==> src/rtl/isa_slv_pkg.sv <==
package isa_slv_pkg;
  // control register field positions (slot 0)
  localparam int CTL_STALL_OFF = 0;
  localparam int CTL_IRQ_LSB   = 1;
  localparam int CTL_DMA_LSB   = 3;
  localparam int CTL_SRST      = 7;

  typedef enum logic [1:0] {
    LANE_LO   = 2'd0,
    LANE_HI   = 2'd1,
    LANE_WORD = 2'd2
  } lane_e;
endpackage

==> src/rtl/isa_slv_decode.sv <==
module isa_slv_decode
  import isa_slv_pkg::*;
#(
  parameter int ADDR_W = 10,
  parameter int IDX_W  = 3
) (
  input  logic [ADDR_W-1:0] addr,
  input  logic [ADDR_W-1:0] base,
  input  logic              mode16,
  input  logic              sbhe_n,
  output logic              hit,
  output logic [IDX_W-1:0]  idx,
  output lane_e             lane
);
  localparam int TOP_LSB = IDX_W + 1;

  always_comb begin
    hit = (addr[ADDR_W-1:TOP_LSB] == base[ADDR_W-1:TOP_LSB]);
    idx = addr[IDX_W:1];
    if (mode16 && !sbhe_n && !addr[0]) lane = LANE_WORD;
    else if (addr[0])                  lane = LANE_HI;
    else                               lane = LANE_LO;
  end
endmodule

==> src/rtl/isa_slv_isq.sv <==
module isa_slv_isq #(
  parameter int DEPTH = 4
) (
  input  logic        clk,
  input  logic        rst_n,
  input  logic        flush,
  input  logic        push,
  input  logic [15:0] push_word,
  input  logic        pop,
  output logic [15:0] head,
  output logic        empty,
  output logic        full
);
  localparam int PW = (DEPTH > 1) ? $clog2(DEPTH) : 1;
  localparam int CW = PW + 1;

  logic [15:0]   mem_q [DEPTH];
  logic [PW-1:0] wp_q, wp_d, rp_q, rp_d;
  logic [CW-1:0] cnt_q, cnt_d;
  logic          do_push, do_pop;

  assign empty   = (cnt_q == '0);
  assign full    = (cnt_q == CW'(DEPTH));
  assign do_push = push && !full && !flush;
  assign do_pop  = pop && !empty && !flush;
  assign head    = empty ? 16'h0000 : mem_q[rp_q];

  always_comb begin
    wp_d  = wp_q;
    rp_d  = rp_q;
    cnt_d = cnt_q;
    if (flush) begin
      wp_d  = '0;
      rp_d  = '0;
      cnt_d = '0;
    end else begin
      if (do_push) wp_d = (wp_q == PW'(DEPTH - 1)) ? '0 : wp_q + 1'b1;
      if (do_pop)  rp_d = (rp_q == PW'(DEPTH - 1)) ? '0 : rp_q + 1'b1;
      case ({do_push, do_pop})
        2'b10:   cnt_d = cnt_q + 1'b1;
        2'b01:   cnt_d = cnt_q - 1'b1;
        default: cnt_d = cnt_q;
      endcase
    end
  end

  always_ff @(posedge clk or negedge rst_n) begin
    if (!rst_n) begin
      wp_q  <= '0;
      rp_q  <= '0;
      cnt_q <= '0;
    end else begin
      wp_q  <= wp_d;
      rp_q  <= rp_d;
      cnt_q <= cnt_d;
    end
  end

  always_ff @(posedge clk) begin
    if (do_push) mem_q[wp_q] <= push_word;
  end
endmodule

==> src/rtl/isa_slv_route.sv <==
module isa_slv_route #(
  parameter int N     = 4,
  parameter int SEL_W = 2
) (
  input  logic [SEL_W-1:0] sel,
  input  logic             req,
  output logic [N-1:0]     line_o,
  output logic [N-1:0]     line_oe
);
  for (genvar g = 0; g < N; g++) begin : g_line
    assign line_oe[g] = (sel == SEL_W'(g));
    assign line_o[g]  = line_oe[g] & req;
  end
endmodule

==> src/rtl/isa_slv_stall.sv <==
module isa_slv_stall #(
  parameter int STALL = 3
) (
  input  logic clk,
  input  logic rst_n,
  input  logic start,
  output logic busy
);
  localparam int CW = $clog2(STALL + 1);

  logic [CW-1:0] cnt_q, cnt_d;

  assign busy = (cnt_q != '0);

  always_comb begin
    cnt_d = cnt_q;
    if (start && !busy) cnt_d = CW'(STALL);
    else if (busy)      cnt_d = cnt_q - 1'b1;
  end

  always_ff @(posedge clk or negedge rst_n) begin
    if (!rst_n) cnt_q <= '0;
    else        cnt_q <= cnt_d;
  end
endmodule

==> src/rtl/isa_io_slave.sv <==
module isa_io_slave
  import isa_slv_pkg::*;
#(
  parameter int ADDR_W    = 10,
  parameter int IDX_W     = 3,
  parameter int NREGS     = 4,
  parameter int ISQ_DEPTH = 4,
  parameter int STALL     = 3,
  parameter int N_IRQ     = 4,
  parameter int N_DMA     = 3
) (
  input  logic              clk,
  input  logic              rst_n,
  input  logic [ADDR_W-1:0] cfg_base,
  input  logic [ADDR_W-1:0] addr,
  input  logic [15:0]       data_in,
  input  logic              iow_n,
  input  logic              ior_n,
  input  logic              refresh_n,
  input  logic              sbhe_n,
  output logic [15:0]       dout,
  output logic              dout_oe,
  output logic              cs16_oe,
  output logic              rdy_oe,
  input  logic              evt_valid,
  input  logic [15:0]       evt_word,
  output logic [N_IRQ-1:0]  irq_o,
  output logic [N_IRQ-1:0]  irq_oe,
  input  logic              dma_need,
  input  logic [N_DMA-1:0]  dack_n,
  output logic [N_DMA-1:0]  drq_o,
  output logic [N_DMA-1:0]  drq_oe
);
  localparam int ISQ_IDX = NREGS;
  localparam int IRQ_SW  = (N_IRQ > 1) ? $clog2(N_IRQ) : 1;
  localparam int DMA_SW  = $clog2(N_DMA + 1);

  // reset: asynchronous assert, synchronous release
  logic rst_meta, rst_s;
  always_ff @(posedge clk or negedge rst_n) begin
    if (!rst_n) begin
      rst_meta <= 1'b0;
      rst_s    <= 1'b0;
    end else begin
      rst_meta <= 1'b1;
      rst_s    <= rst_meta;
    end
  end

  logic             iow_q, ior_q;
  logic             seen_lo_q, seen_lo_d, mode16_q, mode16_d;
  logic             irq_pend_q, irq_pend_d;
  logic [15:0]      regs_q [NREGS];
  logic [15:0]      regs_d [NREGS];
  logic [15:0]      dout_q, dout_d, rsel;
  logic             hit, wr_ev, rd_ev, soft_rst;
  logic [IDX_W-1:0] idx;
  lane_e            lane;
  logic             isq_pop, isq_push, isq_empty, isq_full;
  logic [15:0]      isq_head;
  logic             stall_off, ack_low, drq_req;
  logic [DMA_SW-1:0] dma_sel;

  isa_slv_decode #(.ADDR_W(ADDR_W), .IDX_W(IDX_W)) u_dec (
    .addr(addr), .base(cfg_base), .mode16(mode16_q), .sbhe_n(sbhe_n),
    .hit(hit), .idx(idx), .lane(lane)
  );

  assign cs16_oe   = hit;
  assign dout_oe   = hit && !ior_n && refresh_n;
  assign wr_ev     = iow_q && !iow_n && refresh_n && hit;
  assign rd_ev     = ior_q && !ior_n && refresh_n && hit;
  assign stall_off = regs_q[0][CTL_STALL_OFF];
  assign soft_rst  = wr_ev && (idx == '0) && (lane != LANE_HI) && data_in[CTL_SRST];
  assign isq_pop   = rd_ev && (idx == IDX_W'(ISQ_IDX)) && (lane != LANE_LO);
  assign isq_push  = evt_valid && (evt_word != 16'h0000) && !isq_full;
  assign dma_sel   = regs_q[0][CTL_DMA_LSB +: DMA_SW];

  isa_slv_isq #(.DEPTH(ISQ_DEPTH)) u_isq (
    .clk(clk), .rst_n(rst_s), .flush(soft_rst), .push(isq_push),
    .push_word(evt_word), .pop(isq_pop), .head(isq_head),
    .empty(isq_empty), .full(isq_full)
  );

  isa_slv_stall #(.STALL(STALL)) u_stall (
    .clk(clk), .rst_n(rst_s), .start(rd_ev && !stall_off), .busy(rdy_oe)
  );

  // register file next state
  always_comb begin
    for (int i = 0; i < NREGS; i++) regs_d[i] = regs_q[i];
    if (wr_ev && (idx < IDX_W'(NREGS))) begin
      for (int i = 0; i < NREGS; i++) begin
        if (idx == IDX_W'(i)) begin
          case (lane)
            LANE_WORD: regs_d[i]       = data_in;
            LANE_HI:   regs_d[i][15:8] = data_in[7:0];
            default:   regs_d[i][7:0]  = data_in[7:0];
          endcase
        end
      end
    end
    regs_d[0][CTL_SRST] = 1'b0;
  end

  // read data path
  always_comb begin
    rsel = 16'h0000;
    for (int i = 0; i < NREGS; i++) begin
      if (idx == IDX_W'(i)) rsel = regs_q[i];
    end
    if (idx == IDX_W'(ISQ_IDX)) rsel = isq_head;
    case (lane)
      LANE_WORD: dout_d = rsel;
      LANE_HI:   dout_d = {8'h00, rsel[15:8]};
      default:   dout_d = {8'h00, rsel[7:0]};
    endcase
  end

  // mode and interrupt next state
  always_comb begin
    seen_lo_d  = seen_lo_q | ~sbhe_n;
    mode16_d   = mode16_q | (seen_lo_q & sbhe_n);
    irq_pend_d = irq_pend_q;
    if (isq_pop && isq_empty) irq_pend_d = 1'b0;
    if (isq_push)             irq_pend_d = 1'b1;
    if (soft_rst) begin
      seen_lo_d  = 1'b0;
      mode16_d   = 1'b0;
      irq_pend_d = 1'b0;
    end
  end

  always_ff @(posedge clk or negedge rst_s) begin
    if (!rst_s) begin
      iow_q      <= 1'b1;
      ior_q      <= 1'b1;
      seen_lo_q  <= 1'b0;
      mode16_q   <= 1'b0;
      irq_pend_q <= 1'b0;
      dout_q     <= '0;
      for (int i = 0; i < NREGS; i++) regs_q[i] <= '0;
    end else begin
      iow_q      <= iow_n;
      ior_q      <= ior_n;
      seen_lo_q  <= seen_lo_d;
      mode16_q   <= mode16_d;
      irq_pend_q <= irq_pend_d;
      if (rd_ev) dout_q <= dout_d;
      if (wr_ev) begin
        for (int i = 0; i < NREGS; i++) regs_q[i] <= regs_d[i];
      end
    end
  end

  assign dout = dout_q;

  // DMA acknowledge of the selected index only
  always_comb begin
    ack_low = 1'b0;
    for (int i = 0; i < N_DMA; i++) begin
      if (dma_sel == DMA_SW'(i)) ack_low = ~dack_n[i];
    end
  end
  assign drq_req = dma_need & ~ack_low;

  isa_slv_route #(.N(N_IRQ), .SEL_W(IRQ_SW)) u_irq_rt (
    .sel(regs_q[0][CTL_IRQ_LSB +: IRQ_SW]), .req(irq_pend_q),
    .line_o(irq_o), .line_oe(irq_oe)
  );

  isa_slv_route #(.N(N_DMA), .SEL_W(DMA_SW)) u_dma_rt (
    .sel(dma_sel), .req(drq_req), .line_o(drq_o), .line_oe(drq_oe)
  );
endmodule

==> config.mk <==
export PLATFORM = sky130hd
export DESIGN_NAME = isa_io_slave
export DESIGN_NICKNAME = d
export VERILOG_FILES = /design/src/rtl/isa_slv_pkg.sv /design/src/rtl/isa_slv_decode.sv /design/src/rtl/isa_slv_isq.sv /design/src/rtl/isa_slv_route.sv /design/src/rtl/isa_slv_stall.sv /design/src/rtl/isa_io_slave.sv
export SDC_FILE = /design/constraint.sdc
export NUM_CORES = 1
export LEC_CHECK = 0
export BUFFER_PORTS_ARGS = -buffer_cell sky130_fd_sc_hd__buf_2
export CAP_MARGIN = 20
export CORE_MARGIN = 8
export CORE_UTILIZATION = 52
export DETAILED_ROUTE_END_ITERATION = 8
export PLACE_DENSITY = 0.76
export SKIP_CTS_REPAIR_TIMING = 1
export SLEW_MARGIN = 20
export SYNTH_ARGS = -nofsm -noshare
export SYNTH_HDL_FRONTEND = slang
export SYNTH_SLANG_ARGS = --single-unit
==> constraint.sdc <==
create_clock -name clk -period 3 [get_ports clk]
set_input_delay 0.3 -clock clk [delete_from_list [all_inputs] [get_ports clk]]
set_output_delay 0.3 -clock clk [all_outputs]
set_load 0.02 [all_outputs]
== After elaboration in Yosys (flattened, before gate mapping) ==
Memories as Yosys holds them, arrays and structs flattened.
Index checks and enable logic that the tools add are counted.
W data, S select, Z words.
Storage, ports and cells
  register bits after elaboration: 95
  memory bits (writable): 64
  output and inout bits: 33
  memories kept: 1
Memory list
  u_isq.mem_q: depth 4, width 16, read ports 1, clocked after Yosys merged registers in 0, write ports 1, RTL line isa_slv_isq.sv:17  | logic [15:0] mem_q [DEPTH];
Operators by class
  multiplexer cells: 30
  bitwise gates (word level): 17
  reduce and logical (&&, ||, !) cells: 55
  equality and inequality tests: 18
  order comparisons: 1
  add/subtract/negate cells: 5
Operators with widths (count)
  $mux W16: 6
  $pmux W16 S2: 1
  $reduce_and A4 Y1: 8
  $logic_and A1 B1 Y1: 25
  $mux W2: 9
  $pmux W8 S2: 1
  $reduce_bool A16 Y1: 1
  $eq A2 B2 Y1 const B: 7
  $reduce_bool A2 Y1: 6
  $mux W1: 11
  $and A1 B1 Y1: 9
  $logic_not A1 Y1: 9
  $eq A2 B1 Y1 const B: 4
  $eq A3 B2 Y1 const B: 2
  $eq A3 B3 Y1 const B: 2
  $eq A6 B6 Y1: 1
  $logic_not A3 Y1: 2
  $not A1 Y1: 6
  $pmux W3 S2: 1
  $reduce_bool A3 Y1: 2
  $add A2 B1 Y2 const B: 2
  $logic_not A2 Y1: 2
  $add A3 B1 Y3 const B: 1
  $eq A3 B1 Y1 const B: 1
  6 further kinds: 7

== Depth between registers and ports, before layout ==
  depth after elaboration: 12
  gate-level depth with buffers: 10
  depth with buffers taken out: 9

== Hierarchy ==
From an unflattened synthesis, not the netlist that was laid out.
Unflattened totals
  cell total of the unflattened synthesis: 579
  area, all modules: 7628.6 µm²
Modules (own cells, without submodules)
  isa_io_slave: instances 1, seq. area each 2154.6 µm², cells each 376, area each 4225.3 µm²
  isa_slv_isq: instances 1, seq. area each 2097.0 µm², cells each 167, area each 3099.2 µm²
  isa_slv_stall: instances 1, seq. area each 50.0 µm², cells each 9, area each 105.1 µm²
  isa_slv_decode: instances 1, seq. area each 0.0 µm², cells each 13, area each 102.6 µm²
  isa_slv_route (u_irq_rt): instances 1, seq. area each 0.0 µm², cells each 8, area each 55.1 µm²
  isa_slv_route (u_dma_rt): instances 1, seq. area each 0.0 µm², cells each 6, area each 41.3 µm²

== Worst setup path after synthesis ==
No wires, ideal clock.
  path kind: input to register
  from: input evt_word[1]
  to: register u_isq.cnt_q[2]
  stages: 8
  data required time: 2.870 ns
  slack: 0.409 ns
  data arrival time: 2.462 ns
  library setup time: 0.130 ns
  cell sequence: or4_1 > o41ai_4 > a21oi_2 > nor2b_1 > fa_1 > mux2_2 > a21oi_1 > o31ai_1
On the way
  longest elaborated chain between the ends: 8
RTL lines
  from (decl): RTL line isa_io_slave.sv:26  | input logic [15:0] evt_word,
  $reduce_bool A16 Y1 (*): RTL line isa_io_slave.sv:76  | assign isq_push = evt_valid && (evt_word != 16'h0000) && !isq_full;
  $logic_and A1 B1 Y1 (*) (2 in a row): RTL line isa_io_slave.sv:76
  $logic_and A1 B1 Y1 (*) (2 in a row): RTL line isa_slv_isq.sv:24  | assign do_push = push && !full && !flush;
  $eq A2 B1 Y1 / $eq A2 B2 Y1 (equally long branches): RTL line isa_slv_isq.sv:39  | case ({do_push, do_pop})
  $pmux W3 S2: RTL line isa_slv_isq.sv:39
  $mux W3: RTL line isa_slv_isq.sv:32  | if (flush) begin
  to (signal assigned): RTL line isa_slv_isq.sv:55  | cnt_q <= cnt_d;
  to (decl): RTL line isa_slv_isq.sv:19  | logic [CW-1:0] cnt_q, cnt_d;
Every way passes the cells marked *; elsewhere a longest branch is shown, timed or not.
A chain may end at the register's enable or synchronous reset.

== Worst setup path after layout ==
  from: input ior_n
  to: register u_isq.cnt_q[2]
On the way
  longest elaborated chain between the ends: 11
RTL lines
  from (decl): RTL line isa_io_slave.sv:18  | input logic ior_n,
  $logic_not A1 Y1 (*): RTL line isa_io_slave.sv:72  | assign rd_ev = ior_q && !ior_n && refresh_n && hit;
  $logic_and A1 B1 Y1 (*) (3 in a row): RTL line isa_io_slave.sv:72
  $logic_and A1 B1 Y1 (*) (2 in a row): RTL line isa_io_slave.sv:75  | assign isq_pop = rd_ev && (idx == IDX_W'(ISQ_IDX)) && (lane != LANE_LO);
  $logic_and A1 B1 Y1 (*) (2 in a row): RTL line isa_slv_isq.sv:25  | assign do_pop = pop && !empty && !flush;
  $eq A2 B1 Y1 / $eq A2 B2 Y1 (equally long branches): RTL line isa_slv_isq.sv:39
  $pmux W3 S2: RTL line isa_slv_isq.sv:39
  $mux W3: RTL line isa_slv_isq.sv:32
Marked as above.

==> metrics list <==
* Core box area: ~14,000 sq um
- RSZ-0062 raised after global routing: no
- Average wire length per cell after detail routing: slightly above 20 um
* Count of flip-flops with a built-in enable after synthesis: 64
* Number of detailed-route iterations in the first pass: 5
* Final HPWL DP: 11,400 um
- In this run the tightest slew margin relative to its limit is approximately 44%.
- Number of ports placed on the die boundary: 96
- Sequential cells were found to cover ~60% of the synthesized design area.
- In the layout the commonest cells are dfrtp_1 (92), buf_2 (91), mux2_2 (78).
- Standard-cell rows: 43
- Chain of cells forming the critical path: dlygate4sd3_1 -> buf_2 -> and3b_1 -> o21ai_0 -> nor4_2 -> nor2b_1 -> fa_1 -> mux2_2 -> a21oi_1 -> o31ai_1
- Critical path peak fanout: 3
* Number of clock buffers inserted by TritonCTS: 17
- Across the run, the number of max-cap violations was 0.
- Startpoint type of the worst setup path: input pin
- Summing the areas of all xor and xnor instances in the mapped netlist gives less than 1% of the synthesized area.
- In this run the mean area of a mapped cell was 14.8 sq um.
* Multiplexer share of the synthesized area: 21.0%
* Maximum number of pins on one net before global-route repair: 90
* Number of nets in the synthesized netlist: 555
- Max Clock Skew: 6.95 ps
- Number of warnings issued by yosys: 0
- TritonCTS built the clock tree.
- Required time of the critical path: ~3300 ps
- Clock-pin transition on the worst setup and hold timing paths: roughly 60 ps
- The repair_antennas step left the layout with diodes totalling 0.
* Total count of max-transition violations in the final report: 0
- Across every metal layer, demand over resource in global routing totals between 10% and 20%.
- The filler cells instantiated in the layout total roughly 1,000.
* Die W: ~130 um
- STA puts the critical path data arrival time at 2600 ps.
- The largest individual stage delay along the critical path comes from the cell dlygate4sd3_1.
- Final Setup Violations: 0
* Die Outline Area: 17,900 sq um
- Peak ir drop on the vdd network: about 0.51 mV
- STA classifies the critical path endpoint as a register.
* Synthesized area: around 7200 sq um
* Fraction of the mapped netlist area in compound gates: 6.56%
- In this run the worst hold path is classified as input pin to register.
- The final layout contains routed wiring with a total length of ~16,000 um.
- Syn Inst Count: approximately 490
* Synthesis-stage register bit count: 159
* Clock latency on the worst-skew pair: ~430 ps
* Sinks on the clock net: 159
- The first global-routing pass estimated ~25,000 um of wire.
- Die boundary height: 134 um
- Congestion Overflow GR: 0
* Largest family of logic cells by synthesized area: multiplexers
- For this run, the top clock speed supported by timing is 0.434 GHz.
- DRC violations left: 0
* Top_reg_cell synth: dfrtp_1
- Outcome: finished, final reports clean
- Post-synthesis simple-gate area fraction: under 10%
* Post-DRT Antenna Nets: 0
- The number of antenna violations at the first check in global routing is 0.
- Max Buffers Root-to-Sink: 2
- At the end of the flow, the number of nets in the layout was around 660.
* Final cycle utilization of the critical path: 76.8%
- Of the total synthesized cell area, the portion taken by full adders, half adders and majority gates is ~1.3%.
- Total via count in the routed design: between 4,000 and 5,000
- On the worst path, the slowest cell contributes a delay of about 540 ps.
* Reported leakage power: 3.75 nW
- After detailed routing, the number of vias per cell comes to ~5.7.
- The critical path is of the input pin to register type.
- Transition at the pin with the smallest max-transition slack: 837 ps
- Layout overhead on the synthesized area: 18.9%
* Sum of negative setup slack: 0 ps
- Hold Violations, Final: 0
* Most common cell after layout, fill and taps aside: dfrtp_1
* Final min period: about 2300 ps
* Starting density of the core: around 52%
- Once layout is complete, the utilization of the core stands at between 60% and 70%.
- Vias in the first global route: roughly 4,700
- Async SR Flop Fraction: roughly three fifths
* H-Tree Depth: 4
- Post-synth cell types: 54
- Of the cells placed in the final design, the portion with a size suffix greater than 1 is a little over two fifths.
- The count of buffers added on input and output ports is slightly above 90.
- Clk root buf: clkbuf_16
* Power per cell area: around 640 nW/um^2
- Routability congestion estimate from global placement: around 0.8
* Iteration-0 DRC count of the detailed router: roughly 340
[sequential cells by signal, indices dropped and copies added (netlist names)]
name and flops:
u_isq.mem_q 64, regs_q 61, dout 16, u_isq.cnt_q 3, dma_sel 2, u_isq.rp_q 2
u_isq.wp_q 2, u_stall.cnt_q 2, ior_q 1, iow_q 1, irq_pend_q 1, mode16_q 1
rst_meta 1, rst_s 1, seen_lo_q 1
[path summary, 6_finish.rpt]
kind / start / to / slack [ps] / cells after the start
setup / recovery: ior_n / u_isq.cnt_q[2] / 700 / 10
hold / removal: sbhe_n / seen_lo_q / 90 / 2
setup reg to reg: u_isq.cnt_q[0] / u_isq.cnt_q[2] / 710 / 8
hold reg to reg: rst_s / regs_q[14] / 280 / 0
max in group asynchronous: rst_s / u_isq.cnt_q[2] / 1920 / 2
min in group asynchronous: rst_n / rst_s / 190 / 2
[cells in the mapped netlist (3+ instances only)]
master	n	area (sq um)
nor2_1	21	78.8
mux4_2	26	586
inv_1	8	30.0
buf_1	4	15.0
or4_1	4	30.0
edfxtp_1	64	1920
and2_1	5	31.3
mux2i_1	5	50.1
o31ai_1	10	75.1
nand2b_1	3	18.8
a22oi_1	11	82.6
a221oi_1	7	61.3
nand2_1	34	128
o21ai_0	14	70.1
clkbuf_1	13	48.8
nor3_1	6	30.0
a211oi_1	4	30.0
buf_2	6	30.0
dfrtp_1	93	2330
mux2_2	78	878
nor2b_1	8	50.1
ha_1	6	75.1
a21o_1	4	30.0
a21oi_1	4	20.0
xnor2_1	7	61.3
[per-layer routing]
| layer | track usage (%) | up-vias | share of wire (%) |
|---|---|---|---|
| met2 | 30.4 | 131 | 50 |
| li1 | - | 2048 | - |
| met1 | 22.8 | 2301 | 42 |
| met4 | 8.11 | 0 | 2.0 |
| met3 | 6.29 | 20 | 6.2 |
| met5 | 0 | - | 0 |
[power breakdown]
group / switching, mW / internal, mW / total (mW)
combinational: 0.425 / 0.280 / 0.705
clock: 0.836 / 1.32 / 2.15
sequential: 0.107 / 2.52 / 2.63
[through the flow]
step | std cells | cell area [sq um] | hold WS [ps] | power, mW | setup slack [ps]
final | 784 | 8550 | 85.7 | 5.49 | 696
after CTS | 780 | 8500 | -368 | 5.52 | 687
after global routing | 784 | 8550 | 74.4 | 5.71 | 521
after global placement | 749 | 7900 | 85.4 | 3.33 | 281
after floorplan | 485 | 7190 | 4.41 | 3.11 | 161
after detailed placement | 749 | 7900 | 88.1 | 3.38 | 232
[cell families after synthesis]
kind of cell    Yosys count
xor+xnor                  7
other cells               1
fa+ha+maj                 7
simple gates            106
flops                   159
mux                     109
compound gates           62
buf+inv                  34
[final cells by class]
type,count,area [sq um],area share [%]
Sequential cell,159,4310,50.3
Timing Repair Buffer,112,641,7.49
Multi-Input combinational cell,292,2750,32.2
Clock inverter,8,105,1.23
Inverter,10,37.5,0.439
Clock buffer,23,489,5.72
Tap cell,180,225,2.63
[critical path, delay by kind of cell]
family / cells / cell delay, ps
buffers and inverters: 2 / 670
adders and majority gates: 1 / 250
muxes: 1 / 340
and+or+nand+nor: 3 / 650
AOI/OAI and AO/OA: 3 / 390
Power figures use the tool's default switching activity.
